==> config.mk <==
export PLATFORM = sky130hd
export DESIGN_NAME = hfc_bchan_ctl
export DESIGN_NICKNAME = d
export VERILOG_FILES = /design/src/rtl/hfc_pkg.sv /design/src/rtl/hfc_fifo.sv /design/src/rtl/hfc_tx.sv /design/src/rtl/hfc_rx.sv /design/src/rtl/hfc_bchan_ctl.sv
export SDC_FILE = /design/constraint.sdc
export NUM_CORES = 1
export LEC_CHECK = 0
export ABC_AREA = 1
export ABC_CLOCK_PERIOD_IN_PS = 6400
export BUFFER_PORTS_ARGS = -buffer_cell sky130_fd_sc_hd__buf_2
export CORE_ASPECT_RATIO = 0.75
export CORE_MARGIN = 8
export CORE_UTILIZATION = 50
export DETAILED_ROUTE_END_ITERATION = 16
export PLACE_DENSITY = 0.63
export REMOVE_ABC_BUFFERS = 1
export SYNTH_ARGS = -nofsm -noshare
export SYNTH_HDL_FRONTEND = slang
export SYNTH_HIERARCHICAL = 1
export SYNTH_SLANG_ARGS = --single-unit
==> constraint.sdc <==
create_clock -name clk -period 6.4 [get_ports clk]
set_input_delay 0.32 -clock clk [delete_from_list [all_inputs] [get_ports clk]]
set_output_delay 0.32 -clock clk [all_outputs]
set_load 0.02 [all_outputs]
==> src/rtl/hfc_pkg.sv <==
`timescale 1ns/1ps
package hfc_pkg;
  localparam int unsigned LEN_W = 6;

  // status bit positions
  localparam int unsigned ST_RME = 0;
  localparam int unsigned ST_RDO = 4;
  localparam int unsigned ST_RPR = 5;
  localparam int unsigned ST_XDU = 6;
  localparam int unsigned ST_XPR = 7;

  // command and mode bit positions
  localparam int unsigned CMD_XME  = 0;
  localparam int unsigned CMD_RRS  = 5;
  localparam int unsigned CMD_XRS  = 7;
  localparam int unsigned MODE_TRN = 1;

  // length code 0 stands for a whole FIFO
  function automatic logic [LEN_W-1:0] len_to_count(input logic [LEN_W-1:0] len,
                                                    input logic [LEN_W-1:0] full_code);
    return (len == '0) ? full_code : len;
  endfunction

  // frame validity field: {abort, crc good, frame valid}
  function automatic logic [2:0] crc_field(input logic ok);
    return {1'b0, ok, 1'b1};
  endfunction

  function automatic logic [15:0] pack_status(input logic [LEN_W-1:0] rml,
                                              input logic xpr, input logic xdu,
                                              input logic rpr, input logic rdo,
                                              input logic [2:0] crc, input logic rme);
    return {2'b00, rml, xpr, xdu, rpr, rdo, crc, rme};
  endfunction
endpackage

==> src/rtl/hfc_fifo.sv <==
`timescale 1ns/1ps
module hfc_fifo #(
  parameter int W     = 8,
  parameter int DEPTH = 32
) (
  input  logic                       clk,
  input  logic                       rst_n,
  input  logic                       clr,
  input  logic                       wr,
  input  logic [W-1:0]               wdata,
  input  logic                       rd,
  output logic [W-1:0]               rdata,
  output logic [$clog2(DEPTH):0]     level,
  output logic                       full
);
  localparam int AW = $clog2(DEPTH);
  localparam int CW = AW + 1;

  logic [W-1:0]  mem [DEPTH];
  logic [AW-1:0] wp, rp;
  logic [CW-1:0] cnt;
  logic          do_wr, do_rd;

  assign full  = (cnt == CW'(DEPTH));
  assign do_wr = wr & ~full & ~clr;
  assign do_rd = rd & (cnt != '0) & ~clr;
  assign rdata = mem[rp];
  assign level = cnt;

  always_ff @(posedge clk or negedge rst_n) begin
    if (!rst_n) begin
      wp  <= '0;
      rp  <= '0;
      cnt <= '0;
    end else if (clr) begin
      wp  <= '0;
      rp  <= '0;
      cnt <= '0;
    end else begin
      if (do_wr) wp <= wp + 1'b1;
      if (do_rd) rp <= rp + 1'b1;
      cnt <= cnt + CW'(do_wr) - CW'(do_rd);
    end
  end

  always_ff @(posedge clk) begin
    if (do_wr) mem[wp] <= wdata;
  end
endmodule

==> src/rtl/hfc_tx.sv <==
`timescale 1ns/1ps
module hfc_tx
  import hfc_pkg::*;
#(
  parameter int DEPTH = 32
) (
  input  logic             clk,
  input  logic             rst_n,
  input  logic             clr,
  input  logic             transp,
  input  logic             load,
  input  logic [LEN_W-1:0] load_len,
  input  logic             load_xme,
  input  logic             push,
  input  logic [7:0]       push_data,
  input  logic             tx_ready,
  input  logic             stat_rd,
  output logic             tx_valid,
  output logic [7:0]       tx_data,
  output logic             tx_last,
  output logic             xpr,
  output logic             xdu
);
  localparam int CW = $clog2(DEPTH) + 1;

  logic [LEN_W-1:0] need_q;
  logic             xme_q, armed_q, inframe_q;
  logic [8:0]       head;
  logic [CW-1:0]    level;
  logic             full, empty, push_ok, pop, last_in, xpr_ev, xdu_ev;

  assign empty   = (level == '0);
  assign push_ok = push & ~clr & (need_q != '0) & ~full;
  assign last_in = xme_q & (need_q == LEN_W'(1));
  assign tx_valid = ~empty & ~clr;
  assign pop     = tx_valid & tx_ready;
  assign tx_data = head[7:0];
  assign tx_last = head[8];
  // ready only after a completed load has drained
  assign xpr_ev  = armed_q & empty & ~clr;
  // engine starved inside a frame
  assign xdu_ev  = inframe_q & tx_ready & empty & ~transp & ~clr;

  hfc_fifo #(.W(9), .DEPTH(DEPTH)) u_fifo (
    .clk   (clk),
    .rst_n (rst_n),
    .clr   (clr),
    .wr    (push_ok),
    .wdata ({last_in, push_data}),
    .rd    (pop),
    .rdata (head),
    .level (level),
    .full  (full)
  );

  always_ff @(posedge clk or negedge rst_n) begin
    if (!rst_n) begin
      need_q    <= '0;
      xme_q     <= 1'b0;
      armed_q   <= 1'b0;
      inframe_q <= 1'b0;
    end else begin
      if (load) begin
        need_q <= len_to_count(load_len, LEN_W'(DEPTH));
        xme_q  <= load_xme;
      end else if (clr) begin
        need_q <= '0;
        xme_q  <= 1'b0;
      end else if (push_ok) begin
        need_q <= need_q - 1'b1;
      end
      if (clr)                                  armed_q <= 1'b0;
      else if (push_ok && need_q == LEN_W'(1))  armed_q <= 1'b1;
      else if (xpr_ev)                          armed_q <= 1'b0;
      if (clr)         inframe_q <= 1'b0;
      else if (pop)    inframe_q <= ~head[8];
      else if (xdu_ev) inframe_q <= 1'b0;
    end
  end

  always_ff @(posedge clk or negedge rst_n) begin
    if (!rst_n) begin
      xpr <= 1'b0;
      xdu <= 1'b0;
    end else begin
      xpr <= xpr_ev | (xpr & ~stat_rd);
      xdu <= xdu_ev | (xdu & ~stat_rd);
    end
  end
endmodule

==> src/rtl/hfc_rx.sv <==
`timescale 1ns/1ps
module hfc_rx
  import hfc_pkg::*;
#(
  parameter int DEPTH = 32
) (
  input  logic                   clk,
  input  logic                   rst_n,
  input  logic                   clr,
  input  logic                   transp,
  input  logic                   rx_valid,
  input  logic [7:0]             rx_data,
  input  logic                   rx_last,
  input  logic                   rx_crc_ok,
  input  logic                   pop_req,
  input  logic                   stat_rd,
  output logic [7:0]             rd_data,
  output logic [$clog2(DEPTH):0] level,
  output logic                   rme,
  output logic                   rdo,
  output logic [2:0]             crc,
  output logic                   rpr
);
  localparam int CW  = $clog2(DEPTH) + 1;
  localparam int THR = DEPTH / 2;

  logic full, empty, arrive, accept, ovf_ev, end_ev, thr_ev, pop;

  assign empty  = (level == '0);
  assign arrive = rx_valid & ~clr;
  assign accept = arrive & ~full & ~rme & ~rdo;
  assign ovf_ev = arrive & (full | rme);
  assign end_ev = accept & rx_last & ~transp;
  assign thr_ev = accept & (level == CW'(THR - 1));
  assign pop    = pop_req & ~empty & ~clr;

  hfc_fifo #(.W(8), .DEPTH(DEPTH)) u_fifo (
    .clk   (clk),
    .rst_n (rst_n),
    .clr   (clr),
    .wr    (accept),
    .wdata (rx_data),
    .rd    (pop),
    .rdata (rd_data),
    .level (level),
    .full  (full)
  );

  always_ff @(posedge clk or negedge rst_n) begin
    if (!rst_n) begin
      rme <= 1'b0;
      rdo <= 1'b0;
      crc <= '0;
    end else if (clr) begin
      rme <= 1'b0;
      rdo <= 1'b0;
      crc <= '0;
    end else begin
      if (end_ev) begin
        rme <= 1'b1;
        crc <= crc_field(rx_crc_ok);
      end else if (rme && empty) begin
        rme <= 1'b0;
        crc <= '0;
      end
      rdo <= rdo | ovf_ev;
    end
  end

  always_ff @(posedge clk or negedge rst_n) begin
    if (!rst_n) rpr <= 1'b0;
    else        rpr <= end_ev | thr_ev | (rpr & ~stat_rd);
  end
endmodule

==> src/rtl/hfc_bchan_ctl.sv <==
`timescale 1ns/1ps
module hfc_bchan_ctl
  import hfc_pkg::*;
#(
  parameter int DEPTH = 32
) (
  input  logic             clk,
  input  logic             rst_n,
  input  logic             ctl_we,
  input  logic [7:0]       ctl_mode,
  input  logic [7:0]       ctl_cmd,
  input  logic [LEN_W-1:0] ctl_len,
  input  logic             txd_we,
  input  logic [7:0]       txd,
  input  logic             rxd_re,
  output logic [7:0]       rxd,
  input  logic             stat_rd,
  output logic [15:0]      stat,
  output logic             irq,
  output logic [7:0]       cfg_mode,
  output logic             tx_valid,
  output logic [7:0]       tx_data,
  output logic             tx_last,
  input  logic             tx_ready,
  input  logic             rx_valid,
  input  logic [7:0]       rx_data,
  input  logic             rx_last,
  input  logic             rx_crc_ok
);
  localparam int CW = $clog2(DEPTH) + 1;

  logic [7:0]    mode_q;
  logic          tx_clr, rx_clr;
  logic          tx_load, tx_xme, transp;
  logic          xpr, xdu, rpr, rme, rdo;
  logic [2:0]    crc;
  logic [CW-1:0] rx_level;

  // level commands: held until the host writes them back to 0
  always_ff @(posedge clk or negedge rst_n) begin
    if (!rst_n) begin
      mode_q <= '0;
      tx_clr <= 1'b0;
      rx_clr <= 1'b0;
    end else if (ctl_we) begin
      mode_q <= ctl_mode;
      tx_clr <= ctl_cmd[CMD_XRS];
      rx_clr <= ctl_cmd[CMD_RRS];
    end
  end

  assign transp   = mode_q[MODE_TRN];
  assign cfg_mode = mode_q;
  assign tx_load  = ctl_we & ~ctl_cmd[CMD_XRS];
  assign tx_xme   = ctl_cmd[CMD_XME] & ~ctl_mode[MODE_TRN];

  hfc_tx #(.DEPTH(DEPTH)) u_tx (
    .clk       (clk),
    .rst_n     (rst_n),
    .clr       (tx_clr),
    .transp    (transp),
    .load      (tx_load),
    .load_len  (ctl_len),
    .load_xme  (tx_xme),
    .push      (txd_we),
    .push_data (txd),
    .tx_ready  (tx_ready),
    .stat_rd   (stat_rd),
    .tx_valid  (tx_valid),
    .tx_data   (tx_data),
    .tx_last   (tx_last),
    .xpr       (xpr),
    .xdu       (xdu)
  );

  hfc_rx #(.DEPTH(DEPTH)) u_rx (
    .clk       (clk),
    .rst_n     (rst_n),
    .clr       (rx_clr),
    .transp    (transp),
    .rx_valid  (rx_valid),
    .rx_data   (rx_data),
    .rx_last   (rx_last),
    .rx_crc_ok (rx_crc_ok),
    .pop_req   (rxd_re),
    .stat_rd   (stat_rd),
    .rd_data   (rxd),
    .level     (rx_level),
    .rme       (rme),
    .rdo       (rdo),
    .crc       (crc),
    .rpr       (rpr)
  );

  assign stat = pack_status(LEN_W'(rx_level), xpr, xdu, rpr, rdo, crc, rme);
  assign irq  = xpr | xdu | rpr;
endmodule

**Word level (Yosys, flattened, before mapping)**

Memory sizes are Yosys's and may differ from the RTL's.
Index checks and enable logic that the tools add are counted.

- Input bits: 48
- Memory bits (writable): 544
- Memories kept: 2
- Output and inout bits: 43
- Word-level logic and storage cells: 140
- Bits in registers: 59

- Add/sub/neg operators: 9
- Eq/ne operators: 4
- Bitwise logic cells: 56
- Reductions and logical operators: 17
- Multiplexer cells: 33

Memories:

| memory | words | bits a word | read ports | clocked after Yosys merged registers in | wr ports | line | text |
|---|---|---|---|---|---|---|---|
| u_tx.u_fifo.mem | 32 | 9 | 1 | 0 | 1 | hfc_fifo.sv:19 | `logic [W-1:0] mem [DEPTH];` |
| u_rx.u_fifo.mem | 32 | 8 | 1 | 0 | 1 | hfc_fifo.sv:19 |  |

Operator list:

| operator | number |
|---|---|
| 2-to-1 mux 5 bit | 8 |
| 2-to-1 mux 6 bit | 6 |
| AND 1 bit | 35 |
| adder 5 x 1 -> 5 bit (second input constant) | 4 |
| zero test 6 bit | 3 |
| nonzero test 6 bit | 3 |
| 2-to-1 mux 1 bit | 16 |
| inverter 1 bit | 13 |
| adder 6 x 1 -> 6 bit | 2 |
| equality test 6 bit (second input constant) | 2 |
| nonzero test 3 bit | 4 |
| subtractor 6 x 1 -> 6 bit | 2 |
| nonzero test 2 bit | 5 |
| 2-to-1 mux 3 bit | 3 |
| bitwise OR 1 bit | 8 |
| equality test 6 x 1 -> 1 bit (second input constant) | 1 |
| equality test 6 x 4 -> 1 bit (second input constant) | 1 |
| subtractor 6 x 1 -> 6 bit (second input constant) | 1 |
| logical AND 1 bit | 2 |

**Longest topological paths before layout**

Gate-level depths: netlist of the first run.

- Depth after elaboration: 10
- Gate-level depth with buffers: 19

**Hierarchy**

The synthesis of the first run kept the hierarchy.

Modules (own cells, without submodules):

| module | cells an instance | area each (um^2) | times used | sequential area each (um^2) |
|---|---|---|---|---|
| hfc_fifo (u_tx.u_fifo) | 1275 | 13350.3 | 1 | 9048.7 |
| hfc_fifo (u_rx.u_fifo) | 1150 | 11883.9 | 1 | 8087.8 |
| hfc_tx | 110 | 763.2 | 1 | 275.3 |
| hfc_bchan_ctl | 57 | 466.7 | 1 | 250.2 |
| hfc_rx | 41 | 269.0 | 1 | 100.1 |

**Worst setup path before layout of the first run**

Ideal clock, no wire load.

- Kind: reg2reg
- From: register u_rx.u_fifo.cnt[2] (netlist: u_rx/u_fifo/level[2])
- To: register u_rx.u_fifo.cnt[4] (netlist: u_rx/u_fifo/level[4])
- Buffers on the path: 0
- Cell stages (with the launch flop): 20
- Data required time: 6.272 ns
- Slack: 3.270 ns
- Data arrival time: 3.002 ns
- Path through: dfrtp_1 -> inv_1 -> ha_1 -> nand4_1 -> inv_1 -> nor2_1 -> nand3_2 -> inv_1 -> nand2_1 -> nor2_1 -> inv_1 -> ha_1 -> inv_1 -> ha_1 -> fa_1 -> nand2_1 -> nand2_1 -> a21oi_1 -> xor2_1 -> nor2_1

- Cells in the longest elaborated chain, start to end: 10
- Elaborated cells between the ends (all ways): 17

RTL lines:

| what | line | text |
|---|---|---|
| start: declaration | hfc_fifo.sv:21 | `logic [CW-1:0] cnt;` |
| start signal: assignment | hfc_fifo.sv:42 | `cnt <= cnt + CW'(do_wr) - CW'(do_rd);` |
| equality test 6 bit | hfc_fifo.sv:24 | `assign full = (cnt == CW'(DEPTH));` |
| net u_rx.full | hfc_rx.sv:27 | `logic full, empty, arrive, accept, ovf_ev, end_ev, thr_ev, pop;` |
| inverter 1 bit | hfc_rx.sv:31 | `assign accept = arrive & ~full & ~rme & ~rdo;` |
| AND 1 bit (3 in a row) | hfc_rx.sv:31 |  |
| net u_rx.accept | hfc_rx.sv:27 |  |
| AND 1 bit (2 in a row) | hfc_fifo.sv:25 | `assign do_wr = wr & ~full & ~clr;` |
| adder 6 x 1 -> 6 bit | hfc_fifo.sv:42 |  |
| subtractor 6 x 1 -> 6 bit | hfc_fifo.sv:42 |  |
| 2-to-1 mux 6 bit | hfc_fifo.sv:35 | `end else if (clr) begin` |

The timed path passes the listed nets, and every way through them passes these cells.
A chain may end at the register's enable or synchronous reset.

**Worst setup path after layout of the first run**

- From: register u_tx.u_fifo.rp[2]
- To: output port tx_last

- Cells in the longest elaborated chain, start to end: 1

RTL lines:

| what | line | text |
|---|---|---|
| start: declaration | hfc_fifo.sv:20 | `logic [AW-1:0] wp, rp;` |
| start signal: assignment | hfc_fifo.sv:41 | `if (do_rd) rp <= rp + 1'b1;` |
| memory (32 x 9 bit) | - |  |
| end: declaration | hfc_bchan_ctl.sv:23 | `output logic tx_last,` |

Every way passes these cells.

==> impl_metrics.json, run 1 <==
{
  "status": "finished clean",
  "drc": 0,
  "nets": 2771,
  "cts_sinks": 601,
  "grt-ovfl-total": 0,
  "cts_root_buffer": "clkbuf_16",
  "htreeDepth": 2,
  "fin_crit_sh": 0.685,
  "dp.final_hpwl_mm": 38.0,
  "core-area_um2": 52900,
  "p_leak_nw": 12.3,
  "area_growth_pct": 10.7,
  "hp-class": "in2reg",
  "path_common_cell": "nand2_1",
  "viasPerCell": 5.31,
  "dieWidth_um": 283,
  "wl_mm": 63.4,
  "synth_area_leaders": "edfxtp_1 (61%), nand2_1 (12%), nand3_1 (6.8%), dfrtp_1 (5.3%), inv_1 (5.0%)",
  "ios": 91,
  "clk_latency_ps": 630,
  "cts_max_path_buffers": 3,
  "cts_buffers": 58,
  "synth_common_cells": "nand2_1 (869), edfxtp_1 (544), nand3_1 (362), inv_1 (355), nor2_1 (140)",
  "initialDrtViolationCount": 1982,
  "cts_setup_buffers": 0,
  "synth_warnings": 6,
  "crit_buf_inv": 3,
  "antenna_cells": 0,
  "synth_edf_count": 544,
  "crit_chain": "inv_1 > nand2_1 > a21oi_1 > nor2_1 > nand2_1 > nand2_1 > inv_1 > buf_2",
  "wl_per_cell_um": 18.4,
  "drv_cap": 0,
  "ctsResizeCount": 0,
  "dp_slack_ps": 2730,
  "fin_hold_ws_ps": 27.4,
  "port_buffers": 82,
  "crit_fanout": 21,
  "ys_ff_latch": 601,
  "start_kind": "flop",
  "cp-end-kind": "output pin",
  "fin_ws_ps": 2020,
  "powerDensity_nw_per_um2": 359,
  "p_total_w": 0.0106,
  "worstMarginPinSlew_ps": 1150,
  "cp_top_family": "buffers and inverters",
  "crit_arrival_ps": 4060,
  "rows": 73,
  "ir_drop_mv": 0.231,
  "min_period_ps": 4380,
  "ys.flop_type": "edfxtp_1",
  "syn-cell-area_um2": 26700,
  "yosysSeqAreaShare": 0.664,
  "finalSetupViolCount": 0,
  "rsz0062_at_grt": "no",
  "async_reset_ff_frac": 0.0948,
  "die_y_um": 216,
  "antenna_found_initial": 0,
  "slowest_stage": "inv_1",
  "drv_slew": 0,
  "synth_cells": 2633,
  "synth_most_common_cell": "nand2_1",
  "max_slew_margin": 0.233,
  "gp_congestion": 0.818,
  "maxClockFrequency_mhz": 228,
  "yosysTopAreaCell": "edfxtp_1",
  "track_usage": 0.203,
  "grt_first_pass_wirelength_mm": 99.1,
  "clk_pin_slew_ps": 60,
  "die-area_um2": 61200,
  "clock-skew-final_ps": 18.4,
  "initial_core_util": 0.506,
  "first_pass_iters": 6,
  "avgSynthCellArea_um2": 10.2,
  "final_hold_viol_count": 0,
  "synth_top_area_share": 0.611,
  "hold_buffers": 21,
  "grt_max_degree": 71,
  "worstPathRequired_ps": 6080,
  "drt.antenna.violating_nets": 0,
  "drive_above_1_share": 0.0789,
  "yosysUniqueCellTypes": 34,
  "cts_tree": "built",
  "num_vias": 18300,
  "grt_pass1_vias": 17400,
  "critPathKind": "reg2out",
  "slowest_delay_ps": 830
}
state kept, by name (all words and copies together) (netlist names):
register           flops
u_tx/u_fifo/rp         5
u_tx/need_q            6
u_tx/armed_q           1
u_tx/xdu               1
rx_clr                 1
u_rx/rpr               1
u_tx/xme_q             1
u_rx/rdo               1
u_tx/u_fifo/level      6
u_rx/u_fifo/mem      256
u_tx/inframe_q         1
tx_clr                 1
u_rx/u_fifo/level      6
u_tx/u_fifo/mem      288
u_rx/u_fifo/wp         5
u_rx/crc               2
cfg_mode               8
u_tx/u_fifo/wp         5
u_rx/u_fifo/rp         5
u_tx/xpr               1
worst min-delay path, cell delays in order:
cell and delay (ps):
buf_2 170, nand2_1 70, nand2_1 40
metal layers:
layer,wire length [um],GRT usage
met2,27300,0.301
met3,5200,0.0380
met1,29600,0.306
met5,0,0
met4,1250,0.0538
cell type report:
type                    instances  area [um2]
clock inverters                40         414
flip-flops and latches        601       17800
multi-input cells            1548        6910
inverters                     364        1370
fillers                      4431       23300
repair buffers                117         726
well taps                     712         891
clock buffers                  68        1510
placed cells by master (no fill, tap or decap), types with 14 or more instances in the layout:
cell,count
ha_1,31
nor2_1,139
dfrtp_1,53
inv_1,353
o21ai_0,34
edfxtp_1,544
clkbuf_16,58
nand3_1,362
nand2_1,869
dlygate4sd3_1,21
buf_4,14
clkinv_1,16
buf_2,82
a21oi_1,48
logic make-up after synthesis:
family / share of synthesized area
AO/OA/AOI/OAI: 0.0232
buffers and inverters: 0.0772
flip-flops: 0.664
XOR/XNOR: 0.000655
other: 0.000281
AND/OR/NAND/NOR: 0.218
adder cells (fa/ha/maj): 0.0160
worst paths after layout:
path	from	slack [ps]	to	depth (start not counted)
setup / recovery	u_tx/u_fifo/rp[2]	2020	tx_last	8
hold / removal	ctl_we	30	cfg_mode[4]	3
setup reg to reg	u_tx/u_fifo/rp[2]	2840	u_tx/inframe_q	10
hold reg to reg	cfg_mode[6]	470	cfg_mode[6]	2
max in group asynchronous	rst_n	5410	u_rx/u_fifo/rp[0]	3
min in group asynchronous	rst_n	390	cfg_mode[4]	3
where the power goes:
group | switching [W] | internal [W]
Sequential | 0.000132 | 0.00440
Clock | 0.00146 | 0.00201
Combinational | 0.00186 | 0.000767
stage by stage:
stage               utilization  instances  TNS (ps)  area, um2
finish                    0.560       3450         0      29600
detailed placement        0.519       3321         0      27500
global route              0.560       3450         0      29600
floorplan                     -       2513     -1200      26000
CTS                       0.560       3450         0      29600
global placement          0.519       3321         0      27500
Power figures use the tool's default switching activity.
==> run 2: changes to the inputs <==
Settings changed: ABC_AREA 1 to 0, ABC_CLOCK_PERIOD_IN_PS 6400 to 4500, PLACE_DENSITY 0.63 to 0.64.
Clock period 6.4 ns to 4.5 ns, I/O delays scaled along.
==> impl_metrics.json, run 2 <==
{
  "status": "finished clean",
  "maxClockFrequency_mhz": 250,
  "final_hold_viol_count": 0,
  "num_vias": 12900,
  "cts_sinks": 601,
  "ir_drop_mv": 0.319,
  "ys.flop_type": "edfxtp_1",
  "cts_max_path_buffers": 3,
  "cts_setup_buffers": 0,
  "synth_area_leaders": "edfxtp_1 (67%), mux4_2 (9.4%), dfrtp_1 (5.8%), mux2i_1 (2.6%), nor2_1 (1.6%)",
  "critPathKind": "reg2out",
  "p_leak_nw": 9.09,
  "crit_arrival_ps": 3770,
  "first_pass_iters": 5,
  "core-area_um2": 48600,
  "dp_slack_ps": 883,
  "ys_ff_latch": 601,
  "synth_common_cells": "edfxtp_1 (544), nor2_1 (104), mux4_2 (102), mux2i_1 (64), dfrtp_1 (57)",
  "yosysTopAreaCell": "edfxtp_1",
  "avgSynthCellArea_um2": 18.3,
  "track_usage": 0.191,
  "combinationalPowerShare": 0.165,
  "final_util": 0.571,
  "drt.antenna.violating_nets": 0,
  "p_clk_frac": 0.350,
  "antenna_found_initial": 0,
  "internal-power_w": 0.00976,
  "nets": 1565,
  "synth_cells": 1339,
  "initialDrtViolationCount": 1029,
  "wl_per_cell_um": 24.8,
  "drive_above_1_share": 0.230,
  "htreeDepth": 2,
  "fin_crit_sh": 0.889,
  "drc": 0,
  "dp.final_hpwl_mm": 33.8,
  "viasPerCell": 5.90,
  "grt_pass1_vias": 13400,
  "antenna_cells": 0,
  "cp-end-kind": "output pin",
  "final_common_cell": "edfxtp_1",
  "rows": 70,
  "area_growth_pct": 13.0,
  "grt-ovfl-total": 0,
  "initial_core_util": 0.505,
  "switching_share": 0.257,
  "setup-tns-final_ps": 0,
  "fin_ws_ps": 501,
  "powerDensity_nw_per_um2": 474,
  "synth_edf_count": 544,
  "fillers": 3656,
  "grt_first_pass_wirelength_mm": 82.9,
  "ios": 91,
  "die_y_um": 208,
  "clk_latency_ps": 610,
  "gp_congestion": 0.812,
  "cts_buffers": 57,
  "pwr-share-seq": 0.484,
  "rsz0062_at_grt": "no",
  "max_slew_margin": 0.164,
  "synth_most_common_cell": "edfxtp_1",
  "r2r_setup_slack_ps": 860,
  "clock-skew-final_ps": 39.0,
  "wl_mm": 54.0,
  "top_register": "u_tx/u_fifo/mem",
  "power.switching_w": 0.00338,
  "hp-class": "in2reg",
  "worstPathRequired_ps": 4280,
  "port_buffers": 82,
  "dieWidth_um": 272,
  "min_period_ps": 4000,
  "async_reset_ff_frac": 0.0948,
  "yosysUniqueCellTypes": 75,
  "synth_warnings": 6,
  "clk_pin_slew_ps": 60,
  "grt_max_degree": 58,
  "final_cell_mix": "edfxtp_1 (544), nor2_1 (104), mux4_2 (102)",
  "finalSetupViolCount": 0,
  "worstMarginPinSlew_ps": 1250,
  "largest_register_ffs": 288,
  "synth_top_area_share": 0.665,
  "start_kind": "flop",
  "crit_fanout": 31,
  "drv_slew": 0,
  "syn-cell-area_um2": 24600,
  "drv_cap": 0,
  "die-area_um2": 56500,
  "cts_root_buffer": "clkbuf_16",
  "yosysSeqAreaShare": 0.723,
  "cts_tree": "built"
}
## run 2: cell types whose count changed after synthesis, sizes merged, moves of 18 or more
| cell | delta |
|---|---|
| nand2 | -846 |
| nand3 | -342 |
| inv | -324 |
| mux4 | +106 |
| mux2i | +64 |
| buf | -47 |
| nor2 | -42 |
| o21ai | -32 |
| o22ai | +21 |
| a22oi | +18 |
## run 2: final timing paths
check	cells past startpoint	endpoint	start
max	5	tx_last	u_tx/u_fifo/rp[2]
max reg2reg	17	u_tx/u_fifo/level[4]	u_tx/u_fifo/level[2]
min reg2reg	1	u_tx/xme_q	u_tx/xme_q
min in group asynchronous	3	u_tx/need_q[2]	rst_n
max in group asynchronous	3	u_rx/u_fifo/rp[0]	rst_n
min	4	u_tx/need_q[5]	ctl_len[3]
## run 2: final cells by class
class,instances,area (um2),area share
Sequential cell,601,17800,0.640
Multi-Input combinational cell,627,6180,0.223
Clock buffer,73,1540,0.0554
Timing Repair Buffer,159,1060,0.0382
Tap cell,648,811,0.0292
Clock inverter,31,244,0.00879
Inverter,38,143,0.00514
## run 2: metrics by stage
| stage | std cells | instance area (um2) | hold WS (ps) | total power [W] |
|---|---|---|---|---|
| 3_3_place_gp | 2050 | 25700 | 432 | 0.00862 |
| 3_5_place_dp | 2050 | 25700 | 438 | 0.00866 |
| 2_1_floorplan | 1266 | 24100 | -70.6 | 0.00809 |
| 4_1_cts | 2177 | 27700 | 13.8 | 0.0133 |
| 6_report | 2177 | 27700 | 53.9 | 0.0131 |
| 5_1_grt | 2177 | 27700 | 44.7 | 0.0137 |
## run 2: logic make-up after synthesis
kind of cell / after synthesis / share of synthesized area
DFF: 601 / 0.723
and+or+nand+nor: 228 / 0.0474
muxes: 181 / 0.130
AOI/OAI and AO/OA: 162 / 0.0490
buffers and inverters: 112 / 0.0251
adders and majority gates: 33 / 0.0174
xor gates and xnor gates: 20 / 0.00713
other: 2 / 0.000306
## run 2: timing repair
item	CTS	global route
endpoints found under the hold margin	79	0
hold buffers	23	0
resized for setup	0	0
## run 2: power by group through the flow
stage,sequential (W),combinational [W],clock [W]
global placement,0.00648,0.00214,0
global route,0.00639,0.00237,0.00491
CTS,0.00637,0.00219,0.00470
floorplan,0.00666,0.00143,0
detailed placement,0.00649,0.00217,0
finish,0.00637,0.00217,0.00460
## run 2: worst max-delay path: stages, from the launching register on
cell       delay (ps)
dfrtp_2           940
mux4_1            480
a22o_1            310
a2111oi_1         850
a21oi_1           300
buf_2             260
## run 2: per-layer routing
metal | up-vias | wire [um] | track usage | share of wire
met5 | - | 0 | 0 | 0
met2 | 391 | 23600 | 0.277 | 0.44
met1 | 6714 | 25500 | 0.292 | 0.47
met3 | 86 | 3850 | 0.0434 | 0.071
met4 | 0 | 1100 | 0.0499 | 0.020
li1 | 5660 | - | - | -
